==> src/rtl/modem_pkg.sv <==
package modem_pkg;
  localparam int MCR_W = 5;
  localparam int LVL_W = 4;
  // Level nibble order (matches status bits 7..4): {carrier, ring, set-ready, clear-to-send}
  localparam int L_DCD = 3;
  localparam int L_RI  = 2;
  localparam int L_DSR = 1;
  localparam int L_CTS = 0;
  // Control bit positions
  localparam int C_LOOP = 4;
  localparam int C_OUT2 = 3;
  localparam int C_OUT1 = 2;
  localparam int C_RTS  = 1;
  localparam int C_DTR  = 0;

  localparam logic [MCR_W-1:0] MCR_RST = 5'b01000;
  localparam logic [LVL_W-1:0] LVL_RST = 4'b1011;

  // Change flags produced by one level update; ring flags only a 1->0 move
  function automatic logic [LVL_W-1:0] change_flags(input logic [LVL_W-1:0] prev,
                                                    input logic [LVL_W-1:0] next);
    logic [LVL_W-1:0] diff;
    diff = prev ^ next;
    diff[L_RI] = diff[L_RI] & prev[L_RI] & ~next[L_RI];
    return diff;
  endfunction

  // Crossed mapping of control bits onto status levels in loopback
  function automatic logic [LVL_W-1:0] looped_levels(input logic [MCR_W-1:0] ctl);
    logic [LVL_W-1:0] l;
    l[L_DCD] = ctl[C_OUT2];
    l[L_RI]  = ctl[C_OUT1];
    l[L_DSR] = ctl[C_DTR];
    l[L_CTS] = ctl[C_RTS];
    return l;
  endfunction
endpackage

==> src/rtl/modem_sync.sv <==
module modem_sync #(
  parameter int W = 4,
  parameter int STAGES = 2,
  parameter logic [W-1:0] RST_VAL = '0
) (
  input  logic         clk,
  input  logic         rst_n,
  input  logic [W-1:0] d,
  output logic [W-1:0] q
);
  logic [STAGES-1:0][W-1:0] chain;

  generate
    for (genvar s = 0; s < STAGES; s++) begin : g_stage
      if (s == 0) begin : g_first
        always_ff @(posedge clk or negedge rst_n) begin
          if (!rst_n) chain[s] <= RST_VAL;
          else        chain[s] <= d;
        end
      end else begin : g_next
        always_ff @(posedge clk or negedge rst_n) begin
          if (!rst_n) chain[s] <= RST_VAL;
          else        chain[s] <= chain[s-1];
        end
      end
    end
  endgenerate

  assign q = chain[STAGES-1];
endmodule

==> src/rtl/modem_ctrl_reg.sv <==
module modem_ctrl_reg
  import modem_pkg::*;
(
  input  logic             clk,
  input  logic             rst_n,
  input  logic             wr,
  input  logic [7:0]       wdata,
  output logic [MCR_W-1:0] ctl,
  output logic             rts_o,
  output logic             dtr_o,
  output logic             out1_o,
  output logic             out2_o
);
  logic [MCR_W-1:0] ctl_q;

  always_ff @(posedge clk or negedge rst_n) begin
    if (!rst_n)  ctl_q <= MCR_RST;
    else if (wr) ctl_q <= wdata[MCR_W-1:0];
  end

  assign ctl    = ctl_q;
  assign rts_o  = ctl_q[C_RTS] & ~ctl_q[C_LOOP];
  assign dtr_o  = ctl_q[C_DTR] & ~ctl_q[C_LOOP];
  assign out1_o = ctl_q[C_OUT1];
  assign out2_o = ctl_q[C_OUT2];


  wr_store_chk: assert property (@(posedge clk) disable iff (!rst_n)
    wr |=> ctl_q == $past(wdata[MCR_W-1:0]));

  loop_quiet_chk: assert property (@(posedge clk) disable iff (!rst_n)
    ctl_q[C_LOOP] |-> (!rts_o && !dtr_o));
endmodule

==> src/rtl/modem_status_reg.sv <==
module modem_status_reg
  import modem_pkg::*;
(
  input  logic             clk,
  input  logic             rst_n,
  input  logic [LVL_W-1:0] ext_lvl,
  input  logic             loop_en,
  input  logic [LVL_W-1:0] loop_lvl,
  input  logic             clr,
  output logic [7:0]       status,
  output logic             any_change
);
  logic [LVL_W-1:0] lvl_q;
  logic [LVL_W-1:0] flag_q;
  logic [LVL_W-1:0] delta_set;
  logic [LVL_W-1:0] flag_next;

  // Named event: flags raised by this cycle's level update
  assign delta_set = loop_en ? '0 : change_flags(lvl_q, ext_lvl);
  assign flag_next = (clr ? '0 : flag_q) | delta_set;

  always_ff @(posedge clk or negedge rst_n) begin
    if (!rst_n) begin
      lvl_q  <= LVL_RST;
      flag_q <= '0;
    end else begin
      lvl_q  <= ext_lvl;
      flag_q <= flag_next;
    end
  end

  assign status     = {(loop_en ? loop_lvl : lvl_q), flag_q};
  assign any_change = |flag_q;


  ring_fall_chk: assert property (@(posedge clk) disable iff (!rst_n)
    $rose(flag_q[L_RI]) |-> ($past(lvl_q[L_RI]) && !lvl_q[L_RI]));

  clear_chk: assert property (@(posedge clk) disable iff (!rst_n)
    clr |=> ((flag_q & ~$past(delta_set)) == '0));

  loop_noflag_chk: assert property (@(posedge clk) disable iff (!rst_n)
    (loop_en && !clr) |=> $stable(flag_q));

  level_move_chk: assert property (@(posedge clk) disable iff (!rst_n)
    (|delta_set) |=> (lvl_q != $past(lvl_q)));
endmodule

==> src/rtl/modem_ctl_status.sv <==
module modem_ctl_status
  import modem_pkg::*;
#(
  parameter int SYNC_STAGES = 2
) (
  input  logic       clk,
  input  logic       rst_n,
  input  logic       bus_wr,
  input  logic       bus_rd,
  input  logic       bus_sel,
  input  logic [7:0] bus_wdata,
  output logic [7:0] bus_rdata,
  input  logic       cts_i,
  input  logic       dsr_i,
  input  logic       ri_i,
  input  logic       dcd_i,
  output logic       rts_o,
  output logic       dtr_o,
  output logic       out1_o,
  output logic       out2_o,
  output logic       ms_irq
);
  logic [MCR_W-1:0] ctl;
  logic [LVL_W-1:0] raw_lvl;
  logic [LVL_W-1:0] sync_lvl;
  logic [7:0]       status;
  logic             status_clr;

  assign raw_lvl    = {dcd_i, ri_i, dsr_i, cts_i};
  assign status_clr = bus_rd & bus_sel;

  modem_sync #(.W(LVL_W), .STAGES(SYNC_STAGES), .RST_VAL(LVL_RST)) u_sync (
    .clk(clk), .rst_n(rst_n), .d(raw_lvl), .q(sync_lvl)
  );

  modem_ctrl_reg u_ctrl (
    .clk(clk), .rst_n(rst_n), .wr(bus_wr), .wdata(bus_wdata), .ctl(ctl),
    .rts_o(rts_o), .dtr_o(dtr_o), .out1_o(out1_o), .out2_o(out2_o)
  );

  modem_status_reg u_stat (
    .clk(clk), .rst_n(rst_n), .ext_lvl(sync_lvl), .loop_en(ctl[C_LOOP]),
    .loop_lvl(looped_levels(ctl)), .clr(status_clr), .status(status),
    .any_change(ms_irq)
  );

  assign bus_rdata = bus_sel ? status : {{(8-MCR_W){1'b0}}, ctl};


  loop_view_chk: assert property (@(posedge clk) disable iff (!rst_n)
    (bus_sel && ctl[C_LOOP]) |-> (bus_rdata[7] == out2_o && bus_rdata[6] == out1_o));

  irq_origin_chk: assert property (@(posedge clk) disable iff (!rst_n)
    $rose(ms_irq) |-> !$past(ctl[C_LOOP]));
endmodule

==> config.mk <==
export PLATFORM = sky130hd
export DESIGN_NAME = modem_ctl_status
export DESIGN_NICKNAME = d
export VERILOG_FILES = /design/src/rtl/modem_pkg.sv /design/src/rtl/modem_sync.sv /design/src/rtl/modem_ctrl_reg.sv /design/src/rtl/modem_status_reg.sv /design/src/rtl/modem_ctl_status.sv
export SDC_FILE = /design/constraint.sdc
export NUM_CORES = 1
export LEC_CHECK = 0
export BUFFER_PORTS_ARGS = -buffer_cell sky130_fd_sc_hd__buf_4
export CORE_ASPECT_RATIO = 0.9
export CORE_MARGIN = 4
export CORE_UTILIZATION = 45
export DETAILED_ROUTE_END_ITERATION = 10
export PLACE_DENSITY = 0.72
export SKIP_CTS_REPAIR_TIMING = 1
export SLEW_MARGIN = 15
export SYNTH_ARGS = -nofsm -noshare
export SYNTH_HDL_FRONTEND = slang
export SYNTH_HIERARCHICAL = 1
export SYNTH_SLANG_ARGS = --single-unit
export TNS_END_PERCENT = 30
==> constraint.sdc <==
create_clock -name clk -period 3 [get_ports clk]
set_input_delay 0.45 -clock clk [delete_from_list [all_inputs] [get_ports clk]]
set_output_delay 0.45 -clock clk [all_outputs]
set_load 0.02 [all_outputs]
; After elaboration in Yosys (flattened, before gate mapping)
; Cells that the tools add are included.
[totals]
ff_bits = 21
in_bits = 17
out_inout_bits = 13
wordCells = 19
[classes]
mux = 4
bitwise_logic = 9
n_reduce_logical = 1
[ops]
columns = cell, n
row1 = 4-bit two-way mux, 3
row2 = 8-bit two-way mux, 1
row3 = 1-bit AND, 5
row4 = 4-bit OR, 1
row5 = 4-bit OR reduction, 1
row6 = 4-bit XOR, 1
row7 = 1-bit NOT, 2

; Depth between registers and ports, before layout
; Gate-level depths: netlist of the first run.
[depth]
depth_word = 5
mapped_depth = 4
mapped_depth_nobuf = 3

; Modules after synthesis
; Netlist of the first run, hierarchy kept.
[by_module_without_submodules]
columns = mod, n_inst, cells_per_inst, area_each_um2, seq_area_each_um2
row1 = modem_status_reg, 1, 27, 355.3, 203.9
row2 = modem_sync, 1, 12, 237.7, 207.7
row3 = modem_ctrl_reg, 1, 14, 210.2, 126.4
row4 = modem_ctl_status, 1, 10, 116.4, 0.0

; Least setup slack after synthesis of the first run
; No wires, ideal clock.
[synth_path]
path_kind = reg-to-output
start = reg u_ctrl.ctl_q[4] (netlist: u_ctrl/ctl[4])
end = out bus_rdata[4]
t_arrival_ns = 1.117
required_ns = 2.550
path_slack_ns = 1.433
stages_incl_launch_ff = 4
n_path_buf = 1
cell_sequence = dfrtp_1 > buf_6 > mux2_4 > mux2_4
[synth_via]
elab_chain_len = 2
[synth_lines]
columns = element, line_no
row1 = from (decl), modem_ctrl_reg.sv:14  ; logic [MCR_W-1:0] ctl_q;
row2 = from (signal assigned), modem_ctrl_reg.sv:18  ; else if (wr) ctl_q <= wdata[MCR_W-1:0];
row3 = 4-bit two-way mux, modem_status_reg.sv:32  ; assign status = {(loop_en ? loop_lvl : lvl_q), flag_q};
row4 = named net status[4], modem_ctl_status.sv:26  ; logic [7:0] status;
row5 = 8-bit two-way mux, modem_ctl_status.sv:47  ; assign bus_rdata = bus_sel ? status : {{(8-MCR_W){1'b0}}, ctl};
row6 = to (decl), modem_ctl_status.sv:12  ; output logic [7:0] bus_rdata,
; The timed path passes the listed nets, and every way through them passes these cells.

; Worst setup path in the final report of the first run
; Same ends and word-level chain as after synthesis.

==> results of run 1 <==
-- cells in the final DEF, fill, tap and decap left out, types with 2 or more instances in the layout --
cell                       count
sky130_fd_sc_hd__xnor2_1       3
sky130_fd_sc_hd__dfstp_2      10
sky130_fd_sc_hd__and2_2        4
sky130_fd_sc_hd__mux2_2        5
sky130_fd_sc_hd__clkbuf_4      3
sky130_fd_sc_hd__nor2b_1       2
sky130_fd_sc_hd__mux2_4        8
sky130_fd_sc_hd__dfrtp_1      11
sky130_fd_sc_hd__o22ai_1       3
sky130_fd_sc_hd__buf_4        26
sky130_fd_sc_hd__inv_1         5
-- logic make-up after synthesis --
group / count (synthesis) / synth area share, %
AOI/OAI and AO/OA: 5 / 4.35
xor gates and xnor gates: 3 / 2.86
buffers and inverters: 13 / 9.39
DFF: 21 / 58.5
muxes: 13 / 19.2
and+or+nand+nor: 8 / 5.71
-- per-stage QoR --
stage	std cells	worst slack [ns]	hold WS [ns]	util, %
finish	110	0.850	0.0123	57.2
CTS	110	0.830	0.0148	57.2
global placement	106	1.19	0.335	55.8
detailed placement	106	1.17	0.342	55.8
global route	110	0.758	0.00527	57.2
floorplan	63	1.43	0.154	-
-- sequential cells by signal, summed over array words and instances, names as in the netlist --
signal         flops
u_ctrl/ctl         5
u_stat/flag_q      4
u_stat/lvl_q       4
u_sync/chain       4
u_sync/q           4
-- worst max-delay path: stages, from the launching register on --
cell	delay [ns]
sky130_fd_sc_hd__dfrtp_1	0.65
sky130_fd_sc_hd__mux2_4	0.34
sky130_fd_sc_hd__mux2_4	0.25
sky130_fd_sc_hd__buf_4	0.16
-- power by group through the flow --
stage | clock (uW) | combinational [uW] | sequential (uW)
2_1_floorplan | 0 | 99.8 | 333
3_3_place_gp | 0 | 141 | 338
3_5_place_dp | 0 | 143 | 340
4_1_cts | 137 | 143 | 335
5_1_grt | 150 | 151 | 338
6_report | 130 | 141 | 334
-- layer usage --
layer  track usage, %  vias to the layer above
li1                 -                      248
met1             10.8                      256
met2             17.7                       15
met3             4.29                        2
met4             4.86                        0
met5                0                        -
-- final cells by class --
class / instances / area (um^2) / share of cell area (%)
Sequential cell: 21 / 538 / 48.7
Tap cell: 25 / 31.3 / 2.83
Inverter: 5 / 18.8 / 1.70
Timing Repair Buffer: 26 / 195 / 17.7
Clock buffer: 4 / 26.3 / 2.38
Multi-Input combinational cell: 29 / 295 / 26.7
-- how the worst max path moves through the flow --
stage                  startpoint            to  slack, ns  depth (start not counted)
finish              u_ctrl/ctl[4]  bus_rdata[4]       0.85                          3
floorplan           u_ctrl/ctl[4]  bus_rdata[4]       1.43                          3
CTS                 u_ctrl/ctl[4]  bus_rdata[4]       0.83                          3
global placement    u_ctrl/ctl[4]  bus_rdata[4]       1.19                          3
global route        u_ctrl/ctl[4]  bus_rdata[4]       0.76                          3
detailed placement  u_ctrl/ctl[4]  bus_rdata[4]       1.17                          3
==> metrics.txt, run 1 <==
# TYPE chip_impl_metric gauge
chip_impl_info{name="outcome",value="finished clean"} 1
chip_impl_info{name="timing.rr.start",value="u_ctrl/ctl[4]"} 1
chip_impl_metric{name="post-route-drc-count",unit=""} 0
chip_impl_metric{name="route.antenna.remaining_nets",unit=""} 0
chip_impl_metric{name="overall_track_demand_over_capacity_in_global_routing",unit="%"} 10.2
chip_impl_info{name="rsz0062_at_grt",value="no"} 1
chip_impl_metric{name="cts.path.max_buffers",unit=""} 2
chip_impl_metric{name="die-width",unit="um"} 55.7
chip_impl_metric{name="p_int",unit="uW"} 444
chip_impl_metric{name="syn_area",unit="um^2"} 920
chip_impl_metric{name="post-route-period-util",unit="%"} 71.7
chip_impl_metric{name="fin_nets",unit=""} 103
chip_impl_metric{name="post-synth-top-area-fraction",unit="%"} 29.9
chip_impl_metric{name="power.leakage",unit="uW"} 0.000521
chip_impl_info{name="root_buffer",value="sky130_fd_sc_hd__clkbuf_4"} 1
chip_impl_metric{name="floorplan.core_area",unit="mm^2"} 0.00193
chip_impl_metric{name="post_synth_num_cell_types",unit=""} 15
chip_impl_metric{name="clock_sink_count",unit=""} 21
chip_impl_metric{name="drt-met1-wl",unit="um"} 549
chip_impl_info{name="synth_cell_count_leaders",value="sky130_fd_sc_hd__dfrtp_1 (11), sky130_fd_sc_hd__dfstp_2 (10), sky130_fd_sc_hd__mux2_4 (8), sky130_fd_sc_hd__buf_4 (6)"} 1
chip_impl_metric{name="setup-tns-final",unit="ns"} 0
chip_impl_metric{name="worstRegToRegCells",unit=""} 1
chip_impl_metric{name="cell_count_after_synthesis",unit=""} 63
chip_impl_info{name="synth_top_cells_by_area",value="sky130_fd_sc_hd__dfrtp_1 (30%), sky130_fd_sc_hd__dfstp_2 (29%), sky130_fd_sc_hd__mux2_4 (13%)"} 1
chip_impl_metric{name="final-max-slew-violation-count",unit=""} 0
chip_impl_metric{name="gp_congestion",unit=""} 0.738
chip_impl_metric{name="first_pass_iteration_count_of_the_detailed_router",unit=""} 2
chip_impl_metric{name="power.switching_fraction",unit="%"} 26.5
chip_impl_metric{name="finalHoldViolations",unit=""} 0
chip_impl_metric{name="finalPower",unit="uW"} 604
chip_impl_metric{name="antenna-diode-count",unit=""} 0
chip_impl_metric{name="ys_ff_latch",unit=""} 21
chip_impl_metric{name="detailroute.wirelength.met3",unit="um"} 96
chip_impl_info{name="synthFlopType",value="sky130_fd_sc_hd__dfrtp_1"} 1
chip_impl_metric{name="routed-wl-met2",unit="um"} 730
chip_impl_metric{name="power.density_cell_area",unit="mW/mm^2"} 547
chip_impl_metric{name="synth_edf_count",unit=""} 0
chip_impl_info{name="critical_path_class",value="flop to output port"} 1
chip_impl_metric{name="cts_htree_levels",unit=""} 1
chip_impl_metric{name="period_needed",unit="ns"} 2.15
chip_impl_metric{name="detail_route.vias_per_cell",unit=""} 4.74
chip_impl_metric{name="synth.yosys.seq_area_share",unit="%"} 58.5
chip_impl_metric{name="row_count",unit=""} 15
chip_impl_metric{name="peakVddDrop",unit="mV"} 0.331
chip_impl_metric{name="clock_power_share",unit="%"} 21.5
chip_impl_info{name="r2r-end",value="u_ctrl/ctl[4]"} 1
chip_impl_metric{name="vias_in_the_first_global_route",unit=""} 510
chip_impl_metric{name="critical_path_arrival",unit="ns"} 1.70
chip_impl_metric{name="grt_start_max_net_pins",unit=""} 22
chip_impl_metric{name="syn_to_final_growth",unit="%"} 20.1
chip_impl_metric{name="fin_skew",unit="ns"} 0.000393
chip_impl_metric{name="crit_required",unit="ns"} 2.55
chip_impl_metric{name="synth-async-reset-ratio",unit="%"} 100
chip_impl_metric{name="worst-path-max-fanout",unit=""} 13
chip_impl_info{name="yosys.cell_count.top_type",value="sky130_fd_sc_hd__dfrtp_1"} 1
chip_impl_metric{name="stdcell_area",unit="mm^2"} 0.00110
chip_impl_metric{name="reg2reg_slack",unit="ns"} 1.99
chip_impl_info{name="critical_path.startpoint_type",value="flop"} 1
chip_impl_metric{name="initial_core_util",unit="%"} 47.6
chip_impl_metric{name="cts_made_buffers",unit=""} 3
chip_impl_metric{name="ys_warn_count",unit=""} 6
chip_impl_info{name="timing.critical_path.to_type",value="output port"} 1
chip_impl_metric{name="dp_hpwl",unit="um"} 1080
chip_impl_metric{name="tightest_slew",unit="ns"} 0.478
chip_impl_metric{name="max_cap_violations",unit=""} 0
chip_impl_metric{name="syn_nets",unit=""} 80
chip_impl_metric{name="grt_antenna_before_repair",unit=""} 0
chip_impl_metric{name="clk-insertion-delay-late",unit="ns"} 0.29
chip_impl_metric{name="dieHeight",unit="um"} 50.9
chip_impl_info{name="top_layer_used",value="met4"} 1
chip_impl_metric{name="power.combinational.fraction",unit="%"} 23.3
chip_impl_metric{name="wire_length_per_cell_after_detailed_routing",unit="um"} 12.7
chip_impl_metric{name="layout_filler_cell_count",unit=""} 166
chip_impl_metric{name="power_switching",unit="uW"} 160
chip_impl_metric{name="post_syn_area_per_cell",unit="um^2"} 14.6
chip_impl_metric{name="clock_transition_at_the_register_clock_pins_on_the_worst_setup_and_hold_paths_after_cts",unit="ns"} 0.11
chip_impl_metric{name="power.sequential.fraction",unit="%"} 55.2
chip_impl_info{name="cts_tree",value="built"} 1
chip_impl_metric{name="drive_above_1_share",unit="%"} 67.1
chip_impl_metric{name="maximum_operating_frequency",unit="MHz"} 465
chip_impl_metric{name="detailroute.via_count",unit=""} 521
chip_impl_metric{name="die_area",unit="mm^2"} 0.00283
chip_impl_metric{name="globalRoute.totalOverflow",unit=""} 0
chip_impl_metric{name="first_drt_iteration_drcs",unit=""} 2
chip_impl_metric{name="pin_count",unit=""} 30
chip_impl_metric{name="global_route_wire_length_before_repair",unit="um"} 2220
chip_impl_metric{name="placement.io_buffers",unit=""} 26
chip_impl_info{name="min_path_type",value="primary input to async pin"} 1
chip_impl_info{name="post-synth-top-area-cell",value="sky130_fd_sc_hd__dfrtp_1"} 1
chip_impl_metric{name="final-setup-viol-count",unit=""} 0
chip_impl_metric{name="postPlaceCellArea",unit="mm^2"} 0.00108
chip_impl_metric{name="timing.max_slew.rel_slack",unit="%"} 68.1
chip_impl_metric{name="routed_wirelength",unit="um"} 1390
Note: power is estimated with default switching activity, not from simulation.
==> inputs of run 2 (changes only) <==
==> constraint.sdc (replaced) <==
create_clock -name clk -period 2 [get_ports clk]
set_input_delay 0.3 -clock clk [delete_from_list [all_inputs] [get_ports clk]]
set_output_delay 0.3 -clock clk [all_outputs]
set_load 0.02 [all_outputs]
==> metrics.txt, run 2 (same netlist as run 1, synthesis figures left out) <==
# TYPE chip_impl_metric gauge
chip_impl_metric{name="timing.max_slew.rel_slack",unit="%"} 82.2
chip_impl_metric{name="fin_nets",unit=""} 104
chip_impl_metric{name="dieHeight",unit="um"} 50.9
chip_impl_metric{name="worst-path-max-fanout",unit=""} 13
chip_impl_info{name="grt_most_used_layer",value="met2"} 1
chip_impl_metric{name="utilization",unit="%"} 57.7
chip_impl_info{name="root_buffer",value="sky130_fd_sc_hd__clkbuf_4"} 1
chip_impl_metric{name="overall_track_demand_over_capacity_in_global_routing",unit="%"} 10.6
chip_impl_info{name="rsz0062_at_grt",value="no"} 1
chip_impl_info{name="crit_chain",value="mux2_4 -> mux2_4 -> buf_4"} 1
chip_impl_metric{name="floorplan.core_area",unit="mm^2"} 0.00193
chip_impl_metric{name="maximum_operating_frequency",unit="MHz"} 536
chip_impl_metric{name="finalPower",unit="uW"} 908
chip_impl_metric{name="route.antenna.remaining_nets",unit=""} 0
chip_impl_metric{name="cts_made_buffers",unit=""} 3
chip_impl_info{name="cts_tree",value="built"} 1
chip_impl_info{name="worst_setup_path_startpoint",value="u_ctrl/ctl[4]"} 1
chip_impl_metric{name="vias_in_the_first_global_route",unit=""} 514
chip_impl_metric{name="fin_skew",unit="ns"} 0.00115
chip_impl_metric{name="final-max-slew-violation-count",unit=""} 0
chip_impl_metric{name="critical_path_arrival",unit="ns"} 1.56
chip_impl_metric{name="global_route_wire_length_before_repair",unit="um"} 2240
chip_impl_metric{name="groute.layer.met1.usage",unit="%"} 11.3
chip_impl_info{name="min_from",value="dsr_i"} 1
chip_impl_metric{name="first_drt_iteration_drcs",unit=""} 4
chip_impl_metric{name="routed_wirelength",unit="um"} 1420
chip_impl_metric{name="drive_above_1_share",unit="%"} 67.4
chip_impl_metric{name="detailroute.via_count",unit=""} 535
chip_impl_metric{name="grt_start_max_net_pins",unit=""} 22
chip_impl_info{name="timing.critical_path.to_type",value="output port"} 1
chip_impl_metric{name="cts_htree_levels",unit=""} 1
chip_impl_metric{name="grtUsageMet3",unit="%"} 3.54
chip_impl_metric{name="place_inst",unit=""} 106
chip_impl_info{name="timing.critical_path.slowest_stage_cell",value="sky130_fd_sc_hd__dfrtp_2"} 1
chip_impl_metric{name="grt_use_met2",unit="%"} 17.9
chip_impl_metric{name="post-route-period-util",unit="%"} 93.2
chip_impl_metric{name="clock_sink_count",unit=""} 21
chip_impl_metric{name="die_area",unit="mm^2"} 0.00283
chip_impl_metric{name="wire_length_per_cell_after_detailed_routing",unit="um"} 12.7
chip_impl_metric{name="dp_hpwl",unit="um"} 1090
chip_impl_info{name="critical_path.startpoint_type",value="flop"} 1
chip_impl_metric{name="power.density_cell_area",unit="mW/mm^2"} 814
chip_impl_metric{name="pin_count",unit=""} 30
chip_impl_metric{name="power.leakage",unit="uW"} 0.000525
chip_impl_metric{name="initial_core_util",unit="%"} 47.6
chip_impl_metric{name="crit_required",unit="ns"} 1.70
chip_impl_metric{name="max_stage_delay",unit="ns"} 0.54
chip_impl_metric{name="first_pass_iteration_count_of_the_detailed_router",unit=""} 4
chip_impl_info{name="timing.critical_path.mode_cell",value="sky130_fd_sc_hd__mux2_4"} 1
chip_impl_metric{name="layout_filler_cell_count",unit=""} 168
chip_impl_metric{name="post-route-drc-count",unit=""} 0
chip_impl_info{name="min_path_type",value="primary input to flop"} 1
chip_impl_metric{name="detail_route.vias_per_cell",unit=""} 4.82
chip_impl_metric{name="stdcell_area",unit="mm^2"} 0.00112
chip_impl_metric{name="clk-insertion-delay-late",unit="ns"} 0.29
chip_impl_metric{name="die-width",unit="um"} 55.7
chip_impl_metric{name="tightest_slew",unit="ns"} 0.267
chip_impl_info{name="commonest_non_fill_non_tap_cell_in_the_layout",value="sky130_fd_sc_hd__buf_4"} 1
chip_impl_metric{name="syn_to_final_growth",unit="%"} 21.4
chip_impl_metric{name="max_cap_violations",unit=""} 0
chip_impl_info{name="timing.rr.start",value="u_ctrl/ctl[4]"} 1
chip_impl_metric{name="period_needed",unit="ns"} 1.86
chip_impl_metric{name="postPlaceCellArea",unit="mm^2"} 0.00108
chip_impl_metric{name="row_count",unit=""} 15
chip_impl_metric{name="final-setup-viol-count",unit=""} 0
chip_impl_metric{name="globalRoute.totalOverflow",unit=""} 0
chip_impl_info{name="mostFrequentLayoutCells",value="sky130_fd_sc_hd__buf_4 (26), sky130_fd_sc_hd__dfrtp_1 (10), sky130_fd_sc_hd__dfstp_2 (10)"} 1
chip_impl_metric{name="clock_transition_at_the_register_clock_pins_on_the_worst_setup_and_hold_paths_after_cts",unit="ns"} 0.10
chip_impl_metric{name="gp_congestion",unit=""} 0.740
chip_impl_metric{name="grt_antenna_before_repair",unit=""} 0
chip_impl_metric{name="largest_reg_flops",unit=""} 5
chip_impl_info{name="critical_path_class",value="flop to output port"} 1
chip_impl_info{name="outcome",value="finished clean"} 1
chip_impl_metric{name="stdcell_count",unit=""} 111
chip_impl_metric{name="antenna-diode-count",unit=""} 0
chip_impl_metric{name="cts.path.max_buffers",unit=""} 2
chip_impl_metric{name="setup-tns-final",unit="ns"} 0
chip_impl_metric{name="placement.io_buffers",unit=""} 26
chip_impl_metric{name="finalHoldViolations",unit=""} 0
chip_impl_metric{name="peakVddDrop",unit="mV"} 0.625
-- run 2: area by class of cell --
class,count,area [um^2],share of cell area (%)
sequential,21,539,48.3
timing repair buffer,27,205,18.4
clock buffer,4,26.3,2.35
inverter,5,18.8,1.68
tap,25,31.3,2.80
multi-input combinational,29,295,26.5
-- run 2: critical path: cells and delay by family, from the launching register on --
family	cells	cell delay [ns]
buffers and inverters	1	0.16
flip-flops	1	0.54
multiplexers	2	0.58
-- run 2: power breakdown --
group          internal, uW  switching [uW]  leakage (uW)
Sequential              470            31.1      0.000232
Combinational           120            93.3      0.000278
Clock                  77.6             116     0.0000150
-- run 2: worst paths after layout --
path                                    to  slack [ns]  depth (start not counted)
min reg2reg                    u_sync/q[1]        0.36                          0
max in group asynchronous      u_sync/q[3]        1.32                          2
max reg2reg                  u_ctrl/ctl[4]        1.06                          1
max                           bus_rdata[4]        0.14                          3
min                        u_sync/chain[1]        0.10                          1
min in group asynchronous    u_ctrl/ctl[0]        0.41                          2
-- run 2: metal layers --
layer	part of all wire, %	routed length (um)
met1	40	567
met2	51	715
met3	6.9	97
met4	2.4	34
met5	0	0
-- run 2: per-stage QoR --
stage               hold WS (ns)  worst slack, ns
floorplan                0.00441            0.583
global placement           0.194            0.343
detailed placement         0.192            0.316
CTS                       -0.143          -0.0265
global route              0.0785           0.0848
finish                     0.101            0.136
==> inputs of run 3 (changes only) <==
--- a/config.mk
+++ b/config.mk
@@ -6,13 +6,13 @@
 export NUM_CORES = 1
 export LEC_CHECK = 0
 export BUFFER_PORTS_ARGS = -buffer_cell sky130_fd_sc_hd__buf_4
-export CORE_ASPECT_RATIO = 0.9
 export CORE_MARGIN = 4
 export CORE_UTILIZATION = 45
 export DETAILED_ROUTE_END_ITERATION = 10
+export MAX_ROUTING_LAYER = met4
 export PLACE_DENSITY = 0.72
 export SKIP_CTS_REPAIR_TIMING = 1
-export SLEW_MARGIN = 15
+export SLEW_MARGIN = 0
 export SYNTH_ARGS = -nofsm -noshare
 export SYNTH_HDL_FRONTEND = slang
 export SYNTH_HIERARCHICAL = 1
==> metrics.txt, run 3 (same netlist as run 1, synthesis figures left out) <==
# TYPE chip_impl_metric gauge
chip_impl_info{name="outcome",value="finished clean"} 1
chip_impl_metric{name="wire_length_per_cell_after_detailed_routing",unit="um"} 12.2
chip_impl_metric{name="final-max-slew-violation-count",unit=""} 0
chip_impl_metric{name="floorplan.core_area",unit="mm^2"} 0.00194
chip_impl_metric{name="initial_core_util",unit="%"} 47.4
chip_impl_metric{name="cts_htree_levels",unit=""} 1
chip_impl_metric{name="critical_path_arrival",unit="ns"} 1.56
chip_impl_metric{name="detailroute.via_count",unit=""} 521
chip_impl_info{name="min_path_type",value="primary input to flop"} 1
chip_impl_metric{name="timing.max_slew.rel_slack",unit="%"} 82.6
chip_impl_info{name="critical_path_class",value="flop to output port"} 1
chip_impl_metric{name="dp_slack",unit="ns"} 0.326
chip_impl_metric{name="max_cap_violations",unit=""} 0
chip_impl_info{name="timing.critical_path.slowest_stage_cell",value="sky130_fd_sc_hd__dfrtp_2"} 1
chip_impl_info{name="critical_path.startpoint_type",value="flop"} 1
chip_impl_metric{name="post-route-worst-setup-slack",unit="ns"} 0.143
chip_impl_metric{name="grt_use_met2",unit="%"} 20.4
chip_impl_info{name="timing.critical_path.to_type",value="output port"} 1
chip_impl_info{name="commonest_non_fill_non_tap_cell_in_the_layout",value="sky130_fd_sc_hd__buf_4"} 1
chip_impl_metric{name="clk-insertion-delay-late",unit="ns"} 0.29
chip_impl_info{name="rsz0062_at_grt",value="no"} 1
chip_impl_metric{name="max_stage_delay",unit="ns"} 0.53
chip_impl_metric{name="first_pass_iteration_count_of_the_detailed_router",unit=""} 2
chip_impl_info{name="cts_tree",value="built"} 1
chip_impl_metric{name="finalPower",unit="uW"} 906
chip_impl_metric{name="row_count",unit=""} 16
chip_impl_metric{name="post-route-drc-count",unit=""} 0
chip_impl_info{name="timing.critical_path.mode_cell",value="sky130_fd_sc_hd__mux2_4"} 1
chip_impl_metric{name="final-setup-viol-count",unit=""} 0
chip_impl_metric{name="dieHeight",unit="um"} 53.2
chip_impl_metric{name="grt_antenna_before_repair",unit=""} 0
chip_impl_metric{name="finalHoldViolations",unit=""} 0
chip_impl_metric{name="vias_in_the_first_global_route",unit=""} 526
chip_impl_metric{name="drive_above_1_share",unit="%"} 68.6
chip_impl_metric{name="cts.path.max_buffers",unit=""} 2
chip_impl_metric{name="crit_required",unit="ns"} 1.70
chip_impl_metric{name="grtUsageMet3",unit="%"} 2.54
chip_impl_metric{name="groute.layer.met1.usage",unit="%"} 13.2
chip_impl_metric{name="peakVddDrop",unit="mV"} 0.462
chip_impl_metric{name="pin_count",unit=""} 30
chip_impl_metric{name="die-width",unit="um"} 53.2
chip_impl_metric{name="cts_made_buffers",unit=""} 3
chip_impl_metric{name="detail_route.vias_per_cell",unit=""} 4.61
chip_impl_metric{name="global_route_wire_length_before_repair",unit="um"} 2330
chip_impl_metric{name="antenna-diode-count",unit=""} 0
chip_impl_metric{name="first_drt_iteration_drcs",unit=""} 1
chip_impl_metric{name="route.antenna.remaining_nets",unit=""} 0
chip_impl_metric{name="fin_skew",unit="ns"} 0.00124
chip_impl_metric{name="worst-path-max-fanout",unit=""} 13
chip_impl_metric{name="placement.io_buffers",unit=""} 26
chip_impl_metric{name="post-route-period-util",unit="%"} 92.9
chip_impl_metric{name="syn_to_final_growth",unit="%"} 21.8
chip_impl_metric{name="gp_congestion",unit=""} 0.769
chip_impl_metric{name="power.density_cell_area",unit="mW/mm^2"} 809
chip_impl_metric{name="period_needed",unit="ns"} 1.86
chip_impl_metric{name="maximum_operating_frequency",unit="MHz"} 538
chip_impl_metric{name="dp_hpwl",unit="um"} 1100
chip_impl_info{name="crit_chain",value="mux2_4 -> mux2_4 -> buf_4"} 1
chip_impl_metric{name="routed_wirelength",unit="um"} 1380
chip_impl_metric{name="largest_reg_flops",unit=""} 5
chip_impl_metric{name="overall_track_demand_over_capacity_in_global_routing",unit="%"} 12.4
chip_impl_metric{name="clock_transition_at_the_register_clock_pins_on_the_worst_setup_and_hold_paths_after_cts",unit="ns"} 0.11
chip_impl_metric{name="clock_sink_count",unit=""} 21
chip_impl_metric{name="tightest_slew",unit="ns"} 0.260
chip_impl_metric{name="grt_start_max_net_pins",unit=""} 22
chip_impl_info{name="root_buffer",value="sky130_fd_sc_hd__clkbuf_4"} 1
chip_impl_metric{name="die_area",unit="mm^2"} 0.00283
chip_impl_info{name="mostFrequentLayoutCells",value="sky130_fd_sc_hd__buf_4 (26), sky130_fd_sc_hd__dfrtp_1 (10), sky130_fd_sc_hd__dfstp_2 (10)"} 1
chip_impl_metric{name="fin_nets",unit=""} 104
chip_impl_metric{name="power.leakage",unit="uW"} 0.000527
chip_impl_info{name="grt_most_used_layer",value="met2"} 1
chip_impl_metric{name="globalRoute.totalOverflow",unit=""} 0
[run 3: changes by cell type in the layout (fill, tap and decap cells not counted), sizes merged]
cell / before / now
clkbuf: 4 / 3
clkinv: 0 / 1
[run 3: final cells by class]
class                   count  area (um^2)
fillers                   175          822
inverters                   5         18.8
repair buffers             27          205
flip-flops and latches     21          539
clock buffers               3         22.5
multi-input cells          29          295
well taps                  27         33.8
clock inverters             1         5.00
[run 3: critical path: cells and delay by family, from the launching register on]
family | cells | cell delay, ns
muxes | 2 | 0.57
DFF | 1 | 0.53
buffers and inverters | 1 | 0.15
[run 3: power by group]
part	switching (uW)	total, uW	internal, uW
logic	92.9	213	120
registers	30.2	500	470
clock network	118	193	74.5
total	241	906	665
[run 3: worst paths after layout]
path,cells past startpoint,slack (ns),from,endpoint
worst min register to register,0,0.36,u_sync/chain[2],u_sync/q[2]
worst min-delay path,1,0.1,dsr_i,u_sync/chain[1]
worst max register to register,1,1.09,u_ctrl/ctl[4],u_ctrl/ctl[4]
worst max-delay path,3,0.14,u_ctrl/ctl[4],bus_rdata[4]
min in group asynchronous,2,0.40,rst_n,u_ctrl/ctl[0]
max in group asynchronous,2,1.33,rst_n,u_stat/lvl_q[3]
[run 3: routing by layer]
| metal | wire length [um] | vias to the layer above |
|---|---|---|
| li1 | - | 248 |
| met1 | 524 | 254 |
| met2 | 752 | 15 |
| met3 | 69 | 4 |
| met4 | 37 | 0 |
| met5 | 0 | - |
[run 3: stage by stage]
| step | setup TNS, ns | utilization [%] | std cells | cell area (um^2) | hold slack, ns |
|---|---|---|---|---|---|
| after floorplan | 0 | - | 63 | 920 | 0.00441 |
| after global placement | 0 | 55.7 | 108 | 1080 | 0.191 |
| after detailed placement | 0 | 55.7 | 108 | 1080 | 0.193 |
| after CTS | -0.0290 | 57.1 | 112 | 1110 | -0.150 |
| after global routing | 0 | 57.7 | 113 | 1120 | 0.0595 |
| final | 0 | 57.7 | 113 | 1120 | 0.0992 |
